### config.mk
export PLATFORM = sky130hd
export DESIGN_NAME = flash_page_writer
export DESIGN_NICKNAME = d
export VERILOG_FILES = /design/src/rtl/fpw_pkg.sv /design/src/rtl/fpw_regs.sv /design/src/rtl/fpw_buffer.sv /design/src/rtl/fpw_spi_seq.sv /design/src/rtl/flash_page_writer.sv
export SDC_FILE = /design/constraint.sdc
export NUM_CORES = 1
export LEC_CHECK = 0
export BUFFER_PORTS_ARGS = -buffer_cell sky130_fd_sc_hd__clkbuf_2
export CAP_MARGIN = 20
export CORE_MARGIN = 2
export CORE_UTILIZATION = 55
export DETAILED_ROUTE_END_ITERATION = 7
export MAX_ROUTING_LAYER = met4
export PLACE_DENSITY = 0.71
export SYNTH_ARGS = -nofsm -noshare
export SYNTH_HDL_FRONTEND = slang
export SYNTH_SLANG_ARGS = --single-unit
### constraint.sdc
create_clock -name clk -period 11 [get_ports clk]
set_input_delay 2.2 -clock clk [delete_from_list [all_inputs] [get_ports clk]]
set_output_delay 2.2 -clock clk [all_outputs]
set_load 0.01 [all_outputs]
### src/rtl/fpw_pkg.sv
package fpw_pkg;
  localparam logic [7:0] REG_ADDR_HI  = 8'h64;
  localparam logic [7:0] REG_ADDR_MID = 8'h65;
  localparam logic [7:0] REG_ADDR_LO  = 8'h66;
  localparam logic [7:0] REG_OPCODE   = 8'h6D;
  localparam logic [7:0] REG_MODE     = 8'h6F;
  localparam logic [7:0] REG_DATA     = 8'h70;
  localparam logic [7:0] REG_LEN      = 8'h71;

  localparam int MODE_ISP_BIT   = 7;
  localparam int MODE_BUSY_BIT  = 5;
  localparam int MODE_EMPTY_BIT = 4;

  localparam logic [7:0] OPCODE_DEFAULT = 8'h02;

  typedef enum logic [1:0] {
    SEQ_IDLE,
    SEQ_SHIFT,
    SEQ_TAIL
  } seq_state_e;

  typedef struct packed {
    logic [7:0] hi;
    logic [7:0] mid;
    logic [7:0] lo;
  } flash_addr_t;
endpackage

### src/rtl/fpw_regs.sv
module fpw_regs
  import fpw_pkg::*;
#(
  parameter int DEPTH = 128,
  localparam int LW = $clog2(DEPTH),
  localparam int CW = $clog2(DEPTH + 1)
) (
  input  logic          clk,
  input  logic          rst_n,
  input  logic [7:0]    reg_addr,
  input  logic [7:0]    reg_wdata,
  input  logic          reg_we,
  input  logic          reg_re,
  output logic [7:0]    reg_rdata,
  input  logic          busy,
  input  logic [CW-1:0] buf_count,
  output flash_addr_t   flash_addr,
  output logic [7:0]    opcode,
  output logic [LW-1:0] len_m1,
  output logic          push,
  output logic          start
);
  logic       isp_q;
  logic       wr_mode;
  logic       buf_empty;
  logic [7:0] status;

  assign wr_mode   = reg_we && (reg_addr == REG_MODE);
  assign buf_empty = (buf_count == '0) && !busy;
  assign start     = wr_mode && reg_wdata[MODE_BUSY_BIT] && isp_q
                     && (buf_count != '0) && !busy;
  assign push      = reg_we && (reg_addr == REG_DATA) && !busy;

  always_comb begin
    status                 = 8'h00;
    status[MODE_ISP_BIT]   = isp_q;
    status[MODE_BUSY_BIT]  = busy;
    status[MODE_EMPTY_BIT] = buf_empty;
  end

  always_ff @(posedge clk or negedge rst_n) begin
    if (!rst_n) begin
      flash_addr <= '0;
      opcode     <= OPCODE_DEFAULT;
      len_m1     <= LW'(DEPTH - 1);
      isp_q      <= 1'b0;
    end else if (reg_we) begin
      case (reg_addr)
        REG_ADDR_HI:  flash_addr.hi  <= reg_wdata;
        REG_ADDR_MID: flash_addr.mid <= reg_wdata;
        REG_ADDR_LO:  flash_addr.lo  <= reg_wdata;
        REG_OPCODE:   opcode         <= reg_wdata;
        REG_LEN:      len_m1         <= reg_wdata[LW-1:0];
        REG_MODE:     isp_q          <= reg_wdata[MODE_ISP_BIT];
        default: ;
      endcase
    end
  end

  always_ff @(posedge clk or negedge rst_n) begin
    if (!rst_n) begin
      reg_rdata <= 8'h00;
    end else if (reg_re) begin
      case (reg_addr)
        REG_ADDR_HI:  reg_rdata <= flash_addr.hi;
        REG_ADDR_MID: reg_rdata <= flash_addr.mid;
        REG_ADDR_LO:  reg_rdata <= flash_addr.lo;
        REG_OPCODE:   reg_rdata <= opcode;
        REG_LEN:      reg_rdata <= 8'(len_m1);
        REG_MODE:     reg_rdata <= status;
        default:      reg_rdata <= 8'h00;
      endcase
    end
  end

  // an accepted start always launches the sequencer on the next cycle
  assert_start_launches_R5: assert property (@(posedge clk) disable iff (!rst_n)
    start |=> busy);
endmodule

### src/rtl/fpw_buffer.sv
module fpw_buffer #(
  parameter int DEPTH = 128,
  localparam int AW = $clog2(DEPTH),
  localparam int CW = $clog2(DEPTH + 1)
) (
  input  logic          clk,
  input  logic          rst_n,
  input  logic          push,
  input  logic [7:0]    din,
  input  logic          clear,
  input  logic [AW-1:0] rd_idx,
  output logic [7:0]    rd_data,
  output logic [CW-1:0] count
);
  logic [7:0] mem [DEPTH];
  logic       full;
  logic       do_push;

  assign full    = (count == CW'(DEPTH));
  assign do_push = push && !full && !clear;
  assign rd_data = mem[rd_idx];

  always_ff @(posedge clk) begin
    if (do_push) mem[count[AW-1:0]] <= din;
  end

  always_ff @(posedge clk or negedge rst_n) begin
    if (!rst_n)       count <= '0;
    else if (clear)   count <= '0;
    else if (do_push) count <= count + CW'(1);
  end

  assert_no_overflow_R3: assert property (@(posedge clk) disable iff (!rst_n)
    count <= CW'(DEPTH));
endmodule

### src/rtl/fpw_spi_seq.sv
module fpw_spi_seq
  import fpw_pkg::*;
#(
  parameter int DEPTH   = 128,
  parameter int CLK_DIV = 4,
  localparam int AW = $clog2(DEPTH),
  localparam int CW = $clog2(DEPTH + 1),
  localparam int IW = CW + 1
) (
  input  logic          clk,
  input  logic          rst_n,
  input  logic          start,
  input  logic [7:0]    opcode,
  input  flash_addr_t   faddr,
  input  logic [CW-1:0] nbytes,
  output logic [AW-1:0] rd_idx,
  input  logic [7:0]    rd_byte,
  output logic          sclk,
  output logic          mosi,
  output logic          cs_n,
  output logic          busy
);
  localparam int EFF_DIV = (CLK_DIV < 2) ? 2 : CLK_DIV;
  localparam int HALF    = EFF_DIV / 2;
  localparam int HW      = (HALF > 1) ? $clog2(HALF) : 1;
  localparam logic [HW-1:0] HALF_M1 = HW'(HALF - 1);

  seq_state_e  st;
  logic [HW-1:0] divc;
  logic [7:0]  sh;
  logic [2:0]  bitc;
  logic [IW-1:0] idx;
  logic [IW-1:0] last_idx;
  logic [IW-1:0] nxt;
  logic [7:0]  nb;
  flash_addr_t addr_q;
  logic        tick;

  assign tick = (divc == HALF_M1);
  assign busy = (st != SEQ_IDLE);
  assign mosi = sh[7];

  always_comb begin
    nxt    = idx + IW'(1);
    rd_idx = AW'(nxt - IW'(4));
    case (nxt)
      IW'(1):  nb = addr_q.hi;
      IW'(2):  nb = addr_q.mid;
      IW'(3):  nb = addr_q.lo;
      default: nb = rd_byte;
    endcase
  end

  always_ff @(posedge clk or negedge rst_n) begin
    if (!rst_n) begin
      st       <= SEQ_IDLE;
      divc     <= '0;
      sh       <= 8'h00;
      bitc     <= 3'd0;
      idx      <= '0;
      last_idx <= '0;
      addr_q   <= '0;
      sclk     <= 1'b0;
      cs_n     <= 1'b1;
    end else begin
      case (st)
        SEQ_IDLE: begin
          if (start) begin
            st       <= SEQ_SHIFT;
            cs_n     <= 1'b0;
            sclk     <= 1'b0;
            sh       <= opcode;
            bitc     <= 3'd7;
            idx      <= '0;
            last_idx <= IW'(nbytes) + IW'(3);
            addr_q   <= faddr;
            divc     <= '0;
          end
        end
        SEQ_SHIFT: begin
          if (tick) begin
            divc <= '0;
            if (!sclk) begin
              sclk <= 1'b1;
            end else begin
              sclk <= 1'b0;
              if (bitc == 3'd0) begin
                if (idx == last_idx) begin
                  st <= SEQ_TAIL;
                end else begin
                  idx  <= nxt;
                  sh   <= nb;
                  bitc <= 3'd7;
                end
              end else begin
                sh   <= {sh[6:0], 1'b0};
                bitc <= bitc - 3'd1;
              end
            end
          end else begin
            divc <= divc + HW'(1);
          end
        end
        SEQ_TAIL: begin
          if (tick) begin
            divc <= '0;
            cs_n <= 1'b1;
            st   <= SEQ_IDLE;
          end else begin
            divc <= divc + HW'(1);
          end
        end
        default: st <= SEQ_IDLE;
      endcase
    end
  end

  assert_idle_clock_low_R11: assert property (@(posedge clk) disable iff (!rst_n)
    cs_n |-> !sclk);

  assert_mosi_hold_R11: assert property (@(posedge clk) disable iff (!rst_n)
    (sclk && $past(sclk)) |-> $stable(mosi));

  assert_select_only_busy_R6: assert property (@(posedge clk) disable iff (!rst_n)
    !cs_n |-> busy);
endmodule

### src/rtl/flash_page_writer.sv
module flash_page_writer
  import fpw_pkg::*;
#(
  parameter int DEPTH   = 128,
  parameter int CLK_DIV = 4
) (
  input  logic       clk,
  input  logic       rst_n,
  input  logic [7:0] reg_addr,
  input  logic [7:0] reg_wdata,
  input  logic       reg_we,
  input  logic       reg_re,
  output logic [7:0] reg_rdata,
  output logic       spi_sclk,
  output logic       spi_mosi,
  output logic       spi_cs_n
);
  localparam int AW = $clog2(DEPTH);
  localparam int LW = $clog2(DEPTH);
  localparam int CW = $clog2(DEPTH + 1);

  logic          busy;
  logic          push;
  logic          start;
  logic [CW-1:0] buf_count;
  logic [AW-1:0] rd_idx;
  logic [7:0]    rd_byte;
  logic [7:0]    opcode;
  logic [LW-1:0] len_m1;
  flash_addr_t   flash_addr;
  logic [CW-1:0] len_p1;
  logic [CW-1:0] nbytes;

  assign len_p1 = CW'(len_m1) + CW'(1);
  assign nbytes = (len_p1 < buf_count) ? len_p1 : buf_count;

  fpw_regs #(.DEPTH(DEPTH)) u_regs (
    .clk        (clk),
    .rst_n      (rst_n),
    .reg_addr   (reg_addr),
    .reg_wdata  (reg_wdata),
    .reg_we     (reg_we),
    .reg_re     (reg_re),
    .reg_rdata  (reg_rdata),
    .busy       (busy),
    .buf_count  (buf_count),
    .flash_addr (flash_addr),
    .opcode     (opcode),
    .len_m1     (len_m1),
    .push       (push),
    .start      (start)
  );

  fpw_buffer #(.DEPTH(DEPTH)) u_buf (
    .clk     (clk),
    .rst_n   (rst_n),
    .push    (push),
    .din     (reg_wdata),
    .clear   (start),
    .rd_idx  (rd_idx),
    .rd_data (rd_byte),
    .count   (buf_count)
  );

  fpw_spi_seq #(.DEPTH(DEPTH), .CLK_DIV(CLK_DIV)) u_seq (
    .clk     (clk),
    .rst_n   (rst_n),
    .start   (start),
    .opcode  (opcode),
    .faddr   (flash_addr),
    .nbytes  (nbytes),
    .rd_idx  (rd_idx),
    .rd_byte (rd_byte),
    .sclk    (spi_sclk),
    .mosi    (spi_mosi),
    .cs_n    (spi_cs_n),
    .busy    (busy)
  );

  // a launched transfer finds the buffer already emptied
  assert_clear_on_start_R8: assert property (@(posedge clk) disable iff (!rst_n)
    $rose(busy) |-> (buf_count == '0));
endmodule

* Word level (Yosys, flattened, before mapping)
Memories as Yosys holds them, arrays and structs flattened.
Cells that the tools add are included.
** Word-level totals
- Memory bits (writable) :: 1024
- Output and inout bits :: 11
- Input bits :: 20
- Memories kept :: 1
- Word-level logic and storage cells :: 126
- Register bits after elaboration :: 114
** Cells by class
- $add $sub $neg :: 7
- Reductions and logical operators :: 36
- Mux-type cells :: 40
- Eq/ne operators :: 22
- Order comparisons :: 1
** Memory list
- u_buf.mem :: words 128, width 8, read ports 1, clocked after memory_dff 0, write ports 1, line fpw_buffer.sv:15 : logic [7:0] mem [DEPTH];
** Operator list (count)
- $mux 8 :: 8
- $eq 8x7->1 const B :: 7
- $pmux 8 s6 :: 1
- $mux 9 :: 5
- $pmux 8 s3 :: 1
- $eq 9x2->1 const B :: 2
- $pmux 9 s2 :: 1
- $pmux 8 s2 :: 1
- $reduce_and 2->1 :: 8
- $mux 3 :: 5
- $mux 2 :: 6
- $reduce_and 6->1 :: 2
- $logic_and 1x1->1 :: 10
- $ne 2x1->1 const B :: 5
- $reduce_bool 2->1 :: 5
- $add 8x2->9 const B :: 1
- $add 9x1->9 const B :: 1
- $eq 9x1->1 const B :: 1
- $eq 9x9->1 :: 1
- $add 7x1->8 const B :: 1
- $add 8x1->8 const B :: 1
- $eq 8x8->1 const B :: 1
- $logic_not 8->1 :: 1
- $lt 8x8->1 :: 1
- other kinds (18) :: 30

* Logic depth before layout (Yosys ltp)
Gate-level depths: netlist of the first run.
- Depth in word-level cells :: 10
- Gate-level depth with buffers :: 17
- Gate-level depth less buffers :: 15

* Modules after synthesis
A second synthesis of the first run with hierarchy kept.
** Unflattened totals
- Cells, all modules :: 2260
- Area, all modules :: 46193.1 um^2
** By module, submodules not included
- fpw_buffer :: area each 39929.5 um^2, seq. area each 30949.7 um^2, cells each 1673, times used 1
- fpw_spi_seq :: area each 3353.2 um^2, seq. area each 1452.6 um^2, cells each 339, times used 1
- fpw_regs :: area each 2486.1 um^2, seq. area each 1211.2 um^2, cells each 204, times used 1
- flash_page_writer :: area each 424.2 um^2, seq. area each 0.0 um^2, cells each 44, times used 1

* Least setup slack after synthesis of the first run
No wires, ideal clock.
- Path type :: in2reg
- Start point :: input port reg_addr[7]
- End point :: memory u_buf.mem[110][0] (enable)
- Path buffers :: 1
- Stages :: 7
- Setup time :: 0.370 ns
- Data arrival time :: 4.339 ns
- Data required time :: 10.630 ns
- Slack :: 6.290 ns
- Cells stage by stage :: nand3b_1 > or4b_4 > a211oi_4 > and2_1 > nand3_1 > clkbuf_1 > nor2_1
** Between the ends
- Longest elaborated chain between the ends :: 10
- Elaborated cells between the ends (all ways) :: 14
- Classes of those cells :: eq/ne: 2; mux: 2; reduce/logical: 10
** Ends and longest elaborated chain
- from (decl) :: line flash_page_writer.sv:9 : input logic [7:0] reg_addr,
- $eq 8x7->1 :: line fpw_regs.sv:28 : assign wr_mode = reg_we && (reg_addr == REG_MODE);
- $logic_and 1x1->1 :: line fpw_regs.sv:28
- $logic_and 1x1->1 (2 in a row) :: line fpw_regs.sv:30 : assign start = wr_mode && reg_wdata[MODE_BUSY_BIT] && isp_q
- $logic_and 1x1->1 (2 in a row) :: line fpw_regs.sv:31 : && (buf_count != '0) && !busy;
- $logic_not 1->1 :: line fpw_buffer.sv:20 : assign do_push = push && !full && !clear;
- $logic_and 1x1->1 * :: line fpw_buffer.sv:20
- $mux 1 * :: line fpw_buffer.sv:24 : if (do_push) mem[count[AW-1:0]] <= din;
- $mux 1 (implied by the code) * :: line fpw_buffer.sv:24
- to (decl) :: line fpw_buffer.sv:15
Mark *: on every way between the ends. The rest lies on a longest branch, timed or not.

* Worst setup path after layout of the first run
- Start point :: register u_seq.idx[0]
- End point :: register u_seq.sh[0]
** Between the ends
- Longest elaborated chain between the ends :: 9
- Elaborated cells between the ends (all ways) :: 15
- Classes of those cells :: add/sub: 2; eq/ne: 5; mux: 6; reduce/logical: 1; memory: 1
** Ends and longest elaborated chain
- from (decl) :: line fpw_spi_seq.sv:32 : logic [IW-1:0] idx;
- from (signal assigned) :: line fpw_spi_seq.sv:91 : idx <= nxt;
- $add 9x1->9 :: line fpw_spi_seq.sv:44 : nxt = idx + IW'(1);
- $sub 7x3->7 :: line fpw_spi_seq.sv:45 : rd_idx = AW'(nxt - IW'(4));
- $mem_v2 128x8
- $pmux 8 s3 :: line fpw_spi_seq.sv:46 : case (nxt)
- $mux 8 :: line fpw_spi_seq.sv:88 : if (idx == last_idx) begin
- $mux 8 :: line fpw_spi_seq.sv:87 : if (bitc == 3'd0) begin
- $mux 8 :: line fpw_spi_seq.sv:83 : if (!sclk) begin
- $mux 8 :: line fpw_spi_seq.sv:81 : if (tick) begin
- $pmux 8 s2 :: line fpw_spi_seq.sv:66 : case (st)
- to (signal assigned) :: line fpw_spi_seq.sv:72 : sh <= opcode;
- to (signal assigned) :: line fpw_spi_seq.sv:92 : sh <= nb;
- to (signal assigned) :: line fpw_spi_seq.sv:96 : sh <= {sh[6:0], 1'b0};
- to (decl) :: line fpw_spi_seq.sv:30 : logic [7:0] sh;
Parallel ways exist; a longest one is shown, timed or not. The select of a mux whose other input is x is not followed.
A chain may end at the register's enable or synchronous reset.

==> run summary, run 1 <==
Async S/R FF share, synth -> 10.0%
IO Pins -> 31
PD cells -> 210 nW/um2
Final setup vio count -> 0
Critical Path RT -> 11.54 ns
Post-route DRC -> 0
Fraction of the mapped netlist area in simple logic gates -> 5.92%
Main area contributors after synthesis -> edfxtp_1, mux4_2, dfrtp_1
Critical path fanouts, max -> 50
Slew headroom -> 28.4%
Final TNS setup -> 0 ns
Comb pwr share -> 19.7%
Commonest cells after routing, fill and taps aside -> edfxtp_1, nand2_1, mux4_2, nor2_1, clkbuf_16
RePlAce Congestion -> 0.906
Layout area overhead -> 10.4%
Setup CP Type -> flip-flop to flip-flop
Non-filler cells, final -> 3,861
CTS buffer count -> 109
Post-CTS sizing -> 0
Final Hold Fails -> 0
CTS H-tree lvls -> 3
Post-synthesis sequential area ratio -> 72.8%
Vias in the first global route -> 25,000
Ratio of cells with drive above 1 in the final layout -> 19.4%
Die Y -> 294 um
Crit path from -> u_seq.idx[0]
Net Sw Frac -> 28.4%
Port buffer count -> 30
Max Slew Vio Count -> 0
Gr ovfl total -> 0
Int Pwr -> 7.67 mW
Final min period -> 5.37 ns
Post-synthesis register bit count -> 1,138
Min-Delay Path Class -> flip-flop to flip-flop
Layout fillers -> 5,778
Chip width -> 294 um
VDD IR max -> 0.159 mV
Mapped Nets -> 2,702
CP Launch Type -> flip-flop
Power Total -> 10.7 mW
Adder-cell share of the synthesized area -> 0.623%
Number of synthesized flops with an enable pin -> 1,024
Post-route ant nets -> 0
Final WS setup -> 5.63 ns
Drt total wl -> 115 mm
Synth area leader -> edfxtp_1
Reg-to-reg slack, setup -> 5.63 ns
Period Utilization, post-route -> 48.8%
Die area -> 86,300 um2
Pre-CTS setup slack -> 5.12 ns
Crit path to -> u_seq.sh[0]
Setup crit end kind -> flip-flop
Seq pwr share -> 45.0%
Leading cell type in the layout, fill and taps excluded -> edfxtp_1
R2R Path End -> u_seq.sh[0]
Synth Cell Area -> 46,200 um2
Ys flop type -> edfxtp_1
Switching pwr -> 3.04 mW
DP Cell Count -> 3,655
Slew @ Worst Pin -> 1.07 ns
Synth cell types -> 79
CTS Root Cell -> clkbuf_16
CTS tree -> yes
Clk pwr share -> 35.2%
DPL Wire Length -> 70.1 mm
Clk_lat worst skew -> 0.68 ns
Core Footprint -> 83,400 um2
First-pass GRT wire length -> 171 mm
Synth Area in XOR/XNOR -> 0.678%
Largest family of logic cells by synthesized area -> multiplexers
Ant diodes -> 0
Post-CTS Setup Bufs -> 0
Largest net degree at the start of global routing -> 173
Fmax -> 0.186 GHz
DRT Pass-1 Iters -> 8
Clk buf depth -> 3
Avg Cell Area, Syn -> 17.4 um2
Clk pin slew, worst setup/hold paths -> 0.06 ns
Post-synthesis mux area share -> 13.1%
Cells on worst reg2reg path -> 10
Yosys warns -> 0
Crit Reg-Reg Startpoint -> u_seq.idx[0]
Max-Cap Viols -> 0
Status -> complete, no violations
Unrepaired setup endpoints after global routing -> false
Top-area cell type share of the netlist area -> 66.6%
Lkg Pwr -> 16.5 nW
WL per Instance -> 29.9 um
Standard-cell rows -> 106
Clk sinks -> 1,138
Vias -> 25,700
Fin nets -> 2,730
WP data arrival -> 5.91 ns
Antenna violations before repair -> 1
Synth Instances -> 2,659
Initial core utilization -> 55.3%
Clk_skew -> 0.0315 ns
Compound-gate portion of the synthesized area -> 4.94%
Drt via density -> 6.66
Iter 0 DRT Violations -> 3,608
GR Util All Layers -> 27.9%
Hold_buf cts -> 0
[how the worst min path moves through the flow]
stage                     start          endpoint  slack, ns  cells past startpoint
2_1_floorplan  u_seq.addr_q[10]  u_seq.addr_q[10]       0.44                      2
3_5_place_dp   u_seq.addr_q[22]  u_seq.addr_q[22]       0.46                      2
3_3_place_gp   u_seq.addr_q[20]  u_seq.addr_q[20]       0.45                      2
5_1_grt         u_seq.addr_q[6]   u_seq.addr_q[6]       0.50                      2
6_report       u_seq.addr_q[22]  u_seq.addr_q[22]       0.47                      2
4_1_cts        u_seq.addr_q[23]  u_seq.addr_q[23]       0.47                      2
[final cells by class]
class	count	area, um2	share of cell area (%)
Clock buffer	127	2860	5.61
Timing Repair Buffer	69	497	0.975
Multi-Input combinational cell	1332	11700	23.0
Clock inverter	78	743	1.46
Tap cell	1080	1350	2.65
Sequential cell	1138	33600	66.0
Inverter	37	139	0.273
[logic make-up after synthesis]
| group | Yosys count |
|---|---|
| multiplexers | 324 |
| AO/OA/AOI/OAI | 308 |
| flip-flops | 1138 |
| AND/OR/NAND/NOR | 643 |
| buffers and inverters | 189 |
| adder cells (fa/ha/maj) | 23 |
| XOR/XNOR | 34 |
[Yosys cell counts, types with 3 or more instances]
cell       number
a32oi_1        40
nor2b_1         4
a222oi_1       10
mux2i_1        57
a31oi_1         8
mux2_2         48
and3_1         11
or3_1           5
a21oi_1        24
and2_1          6
ha_1           23
edfxtp_1     1024
a221oi_1       32
clkbuf_1       72
o211ai_1       14
nor4_1          5
nor2_1        197
buf_2          46
xnor2_1        19
a211o_1         3
nand3_1        65
o2111ai_1      16
nor3_1         15
a41oi_1         8
o22ai_1         7
o31ai_1         7
buf_4          22
inv_1          36
mux4_2        218
a22o_1         17
nand2_1       306
buf_1           8
a21o_1          6
dfstp_2         9
buf_6           3
dfrtp_1       105
a22oi_1        16
a211oi_1       12
nand2b_1        7
xor2_1         13
o21ai_0        66
nand4_1         5
[per-layer routing]
metal | track usage, % | wire length (um) | up-vias
met3 | 5.53 | 11800 | 201
met4 | 7.17 | 3010 | 0
met2 | 42.1 | 54300 | 1635
met1 | 39.6 | 46200 | 13300
li1 | - | - | 10600
met5 | - | 0 | -
[power groups by stage]
stage | clock [mW] | combinational (mW) | sequential (mW)
2_1_floorplan | 0 | 1.38 | 4.86
5_1_grt | 3.98 | 2.22 | 4.83
6_report | 3.77 | 2.11 | 4.82
4_1_cts | 3.81 | 2.07 | 4.82
3_5_place_dp | 0 | 2.06 | 4.91
3_3_place_gp | 0 | 2.02 | 4.91
[registers in the layout, indices dropped and copies added (netlist names), 2 cells and up]
register           flops
u_regs.opcode          8
u_buf.count            8
u_seq.sh               8
u_seq.last_idx         9
u_seq.addr_q          24
u_regs.len_m1          7
u_buf.mem           1024
u_seq.bitc             3
u_regs.flash_addr     24
u_regs.reg_rdata       8
u_seq.st               2
u_seq.idx              9
[per-stage QoR]
stage	utilization, %	hold WS [ns]	cell area [um2]
after floorplan	-	0.438	46200
final	61.1	0.468	50900
after CTS	61.0	0.469	50900
after global routing	61.1	0.496	50900
after global placement	56.7	0.450	47300
after detailed placement	56.7	0.457	47300
[worst max-delay path: stages (launching register included)]
cell       delay [ns]
dfrtp_4          0.89
inv_1            0.34
ha_4             0.63
buf_4            0.68
buf_4            0.63
mux4_2           0.48
mux4_2           0.50
mux2i_1          0.57
a311oi_1         0.18
o2111ai_1        0.14
nand2_1          0.07
Note: power is estimated with default switching activity, not from simulation.
==> inputs of run 2 (changes only) <==
==> constraint.sdc (replaced) <==
create_clock -name clk -period 5.6 [get_ports clk]
set_input_delay 1.12 -clock clk [delete_from_list [all_inputs] [get_ports clk]]
set_output_delay 1.12 -clock clk [all_outputs]
set_load 0.01 [all_outputs]
==> run 2 against run 1 <==
Net effect: combinational power grew 96%; clock power grew 100%; fmax increased by 16%; sequential cell count stayed put; sequential power up 96%; total power is 98% higher; via count up 0.97%; highest routed layer unchanged; die area unchanged; largest cell class unchanged; critical path depth unchanged; clock-buffer cell count up 2; sequential share of layout area is 0.43 points lower.
==> run summary, run 2 (synthesis results as in run 1) <==
CTS tree -> yes
Slowest cell delay on critical path -> 0.76 ns (-0.13 ns)
Final WS setup -> 0.979 ns (-4.65 ns)
Clk buf depth -> 3 (unchanged)
WP data arrival -> 5.13 ns (-0.78 ns)
Final min period -> 4.62 ns (-0.751 ns)
CTS Root Cell -> clkbuf_16
DRT Pass-1 Iters -> 6 (-2)
Slew headroom -> 16.5% (-12 points)
Gr ovfl total -> 0 (unchanged)
Pre-CTS setup slack -> 0.993 ns (-4.13 ns)
Max Slew Vio Count -> 0 (unchanged)
Clk pin slew, worst setup/hold paths -> 0.06 ns (about the same)
Fin nets -> 2,736 (+0.22%)
Status -> complete, no violations
Post-route ant nets -> 0 (unchanged)
Setup crit end kind -> flip-flop
Iter 0 DRT Violations -> 3,718 (+3.0%)
Layout area overhead -> 11.1%
Chip width -> 294 um (unchanged)
CTS H-tree lvls -> 3 (unchanged)
Vias -> 26,000 (+0.97%)
Final Hold Fails -> 0 (unchanged)
Standard-cell rows -> 106 (unchanged)
Port buffer count -> 30 (unchanged)
PD cells -> 414 nW/um2 (+97%)
Clk_lat worst skew -> 0.68 ns (about the same)
Core Footprint -> 83,400 um2 (unchanged)
Top Layer Used -> met4
WL per Instance -> 30.3 um (+1.5%)
Register area -> 33,600 um2 (unchanged)
Unrepaired setup endpoints after global routing -> false
Clk sinks -> 1,138 (unchanged)
Layout fillers -> 5,716 (-1.1%)
Post-CTS sizing -> 0 (unchanged)
CP Launch Type -> flip-flop
Commonest cells after routing, fill and taps aside -> edfxtp_1, nand2_1, mux4_2, nor2_1, clkbuf_16
Power Total -> 21.2 mW (+98%)
Critical path fanouts, max -> 141 (+180%)
Ratio of cells with drive above 1 in the final layout -> 20.0% (+0.55 points)
Post-CTS Setup Bufs -> 0 (unchanged)
Final setup vio count -> 0 (unchanged)
Max reg flops -> 1,024 (unchanged)
Final TNS setup -> 0 ns (unchanged)
CTS buffer count -> 109 (unchanged)
Min-Delay Path Class -> input port to asynchronous set/reset pin
Period Utilization, post-route -> 82.5% (+34 points)
First-pass GRT wire length -> 172 mm (+0.44%)
Largest net degree at the start of global routing -> 142 (-18%)
Antenna violations before repair -> 2 (+1)
CP max-delay cell -> buf_4
Lkg Pwr -> 16.6 nW (+0.77%)
Setup CP Type -> flip-flop to flip-flop
Vias in the first global route -> 25,000 (+0.068%)
IO Pins -> 31 (unchanged)
Drt via density -> 6.71 (+0.74%)
Max-Cap Viols -> 0 (unchanged)
Die area -> 86,300 um2 (unchanged)
Initial core utilization -> 55.3% (unchanged)
Slew @ Worst Pin -> 1.24 ns (+0.170 ns)
VDD IR max -> 0.269 mV (+69%)
Routed wl met3 -> 11.9 mm (+0.38%)
Wire length on met2 -> 54.7 mm (+0.71%)
Multi-input logic area -> 11,700 um2 (about the same)
Clk_skew -> 0.0162 ns (-0.0153 ns)
GR Util All Layers -> 28.2% (+0.32 points)
DPL Wire Length -> 70.2 mm (+0.24%)
RePlAce Congestion -> 0.925 (+2.1%)
Critical Path RT -> 6.11 ns (-5.43 ns)
Leading cell type in the layout, fill and taps excluded -> edfxtp_1
CP Cell Sequence -> ha_1 > xor2_4 > buf_12 > buf_4 > mux4_2 > and2_1 > a211oi_1 > a21oi_1 > o211ai_1 > a31oi_1
Hold_buf cts -> 0 (unchanged)
Die Y -> 294 um (unchanged)
Post-route DRC -> 0 (unchanged)
Drt total wl -> 117 mm (+1.8%)
Fmax -> 0.216 GHz (+16%)
Hold slack final -> 0.328 ns (-0.140 ns)
DRT met1 WL -> 46.4 mm (+0.63%)
run 2: critical path: cells and delay by family, from the launching register on:
kind                     cells  cell delay (ns)
buffers and inverters        2             1.36
AO/OA/AOI/OAI                4             1.00
flip-flops                   1             0.57
adder cells (fa/ha/maj)      1             0.46
multiplexers                 1             0.42
XOR/XNOR                     1             0.22
AND/OR/NAND/NOR              1             0.20
run 2: worst paths after layout:
kind                                 startpoint              endpoint  slack [ns]  depth (start not counted)
worst max-delay path               u_seq.idx[1]           u_seq.sh[6]        0.98                         10
worst min-delay path                      rst_n  u_regs.flash_addr[2]        0.33                          1
worst max register to register     u_seq.idx[1]           u_seq.sh[6]        0.98                         10
worst min register to register  u_seq.addr_q[0]       u_seq.addr_q[0]        0.47                          2
max in group asynchronous                 rst_n          u_seq.idx[0]        4.41                          2
min in group clk                u_seq.addr_q[0]       u_seq.addr_q[0]        0.47                          2
run 2: routing by layer:
metal | vias up | GRT usage [%]
met5 | - | -
met4 | 0 | 9.96
met3 | 270 | 4.65
met2 | 1778 | 42.0
met1 | 13300 | 40.1
li1 | 10600 | -
run 2: area by class of cell:
class                   instances  share of cell area (%)
inverters                      37                   0.271
clock buffers                 129                    5.67
clock inverters                78                    1.71
multi-input cells            1332                    22.9
flip-flops and latches       1138                    65.6
repair buffers                 75                    1.28
well taps                    1080                    2.64
diodes                          1                 0.00488
run 2: stage by stage:
step	utilization, %	instance area [um2]	cells
final	61.5	51300	3870
after global routing	61.5	51300	3870
after CTS	61.4	51200	3867
after detailed placement	56.9	47500	3660
after global placement	56.9	47400	3659
after floorplan	-	46200	2659
run 2: power by group:
part,switching (mW),total [mW],internal [mW]
sequential,0.105,9.44,9.33
clock,3.18,7.65,4.47
combinational,2.63,4.13,1.50
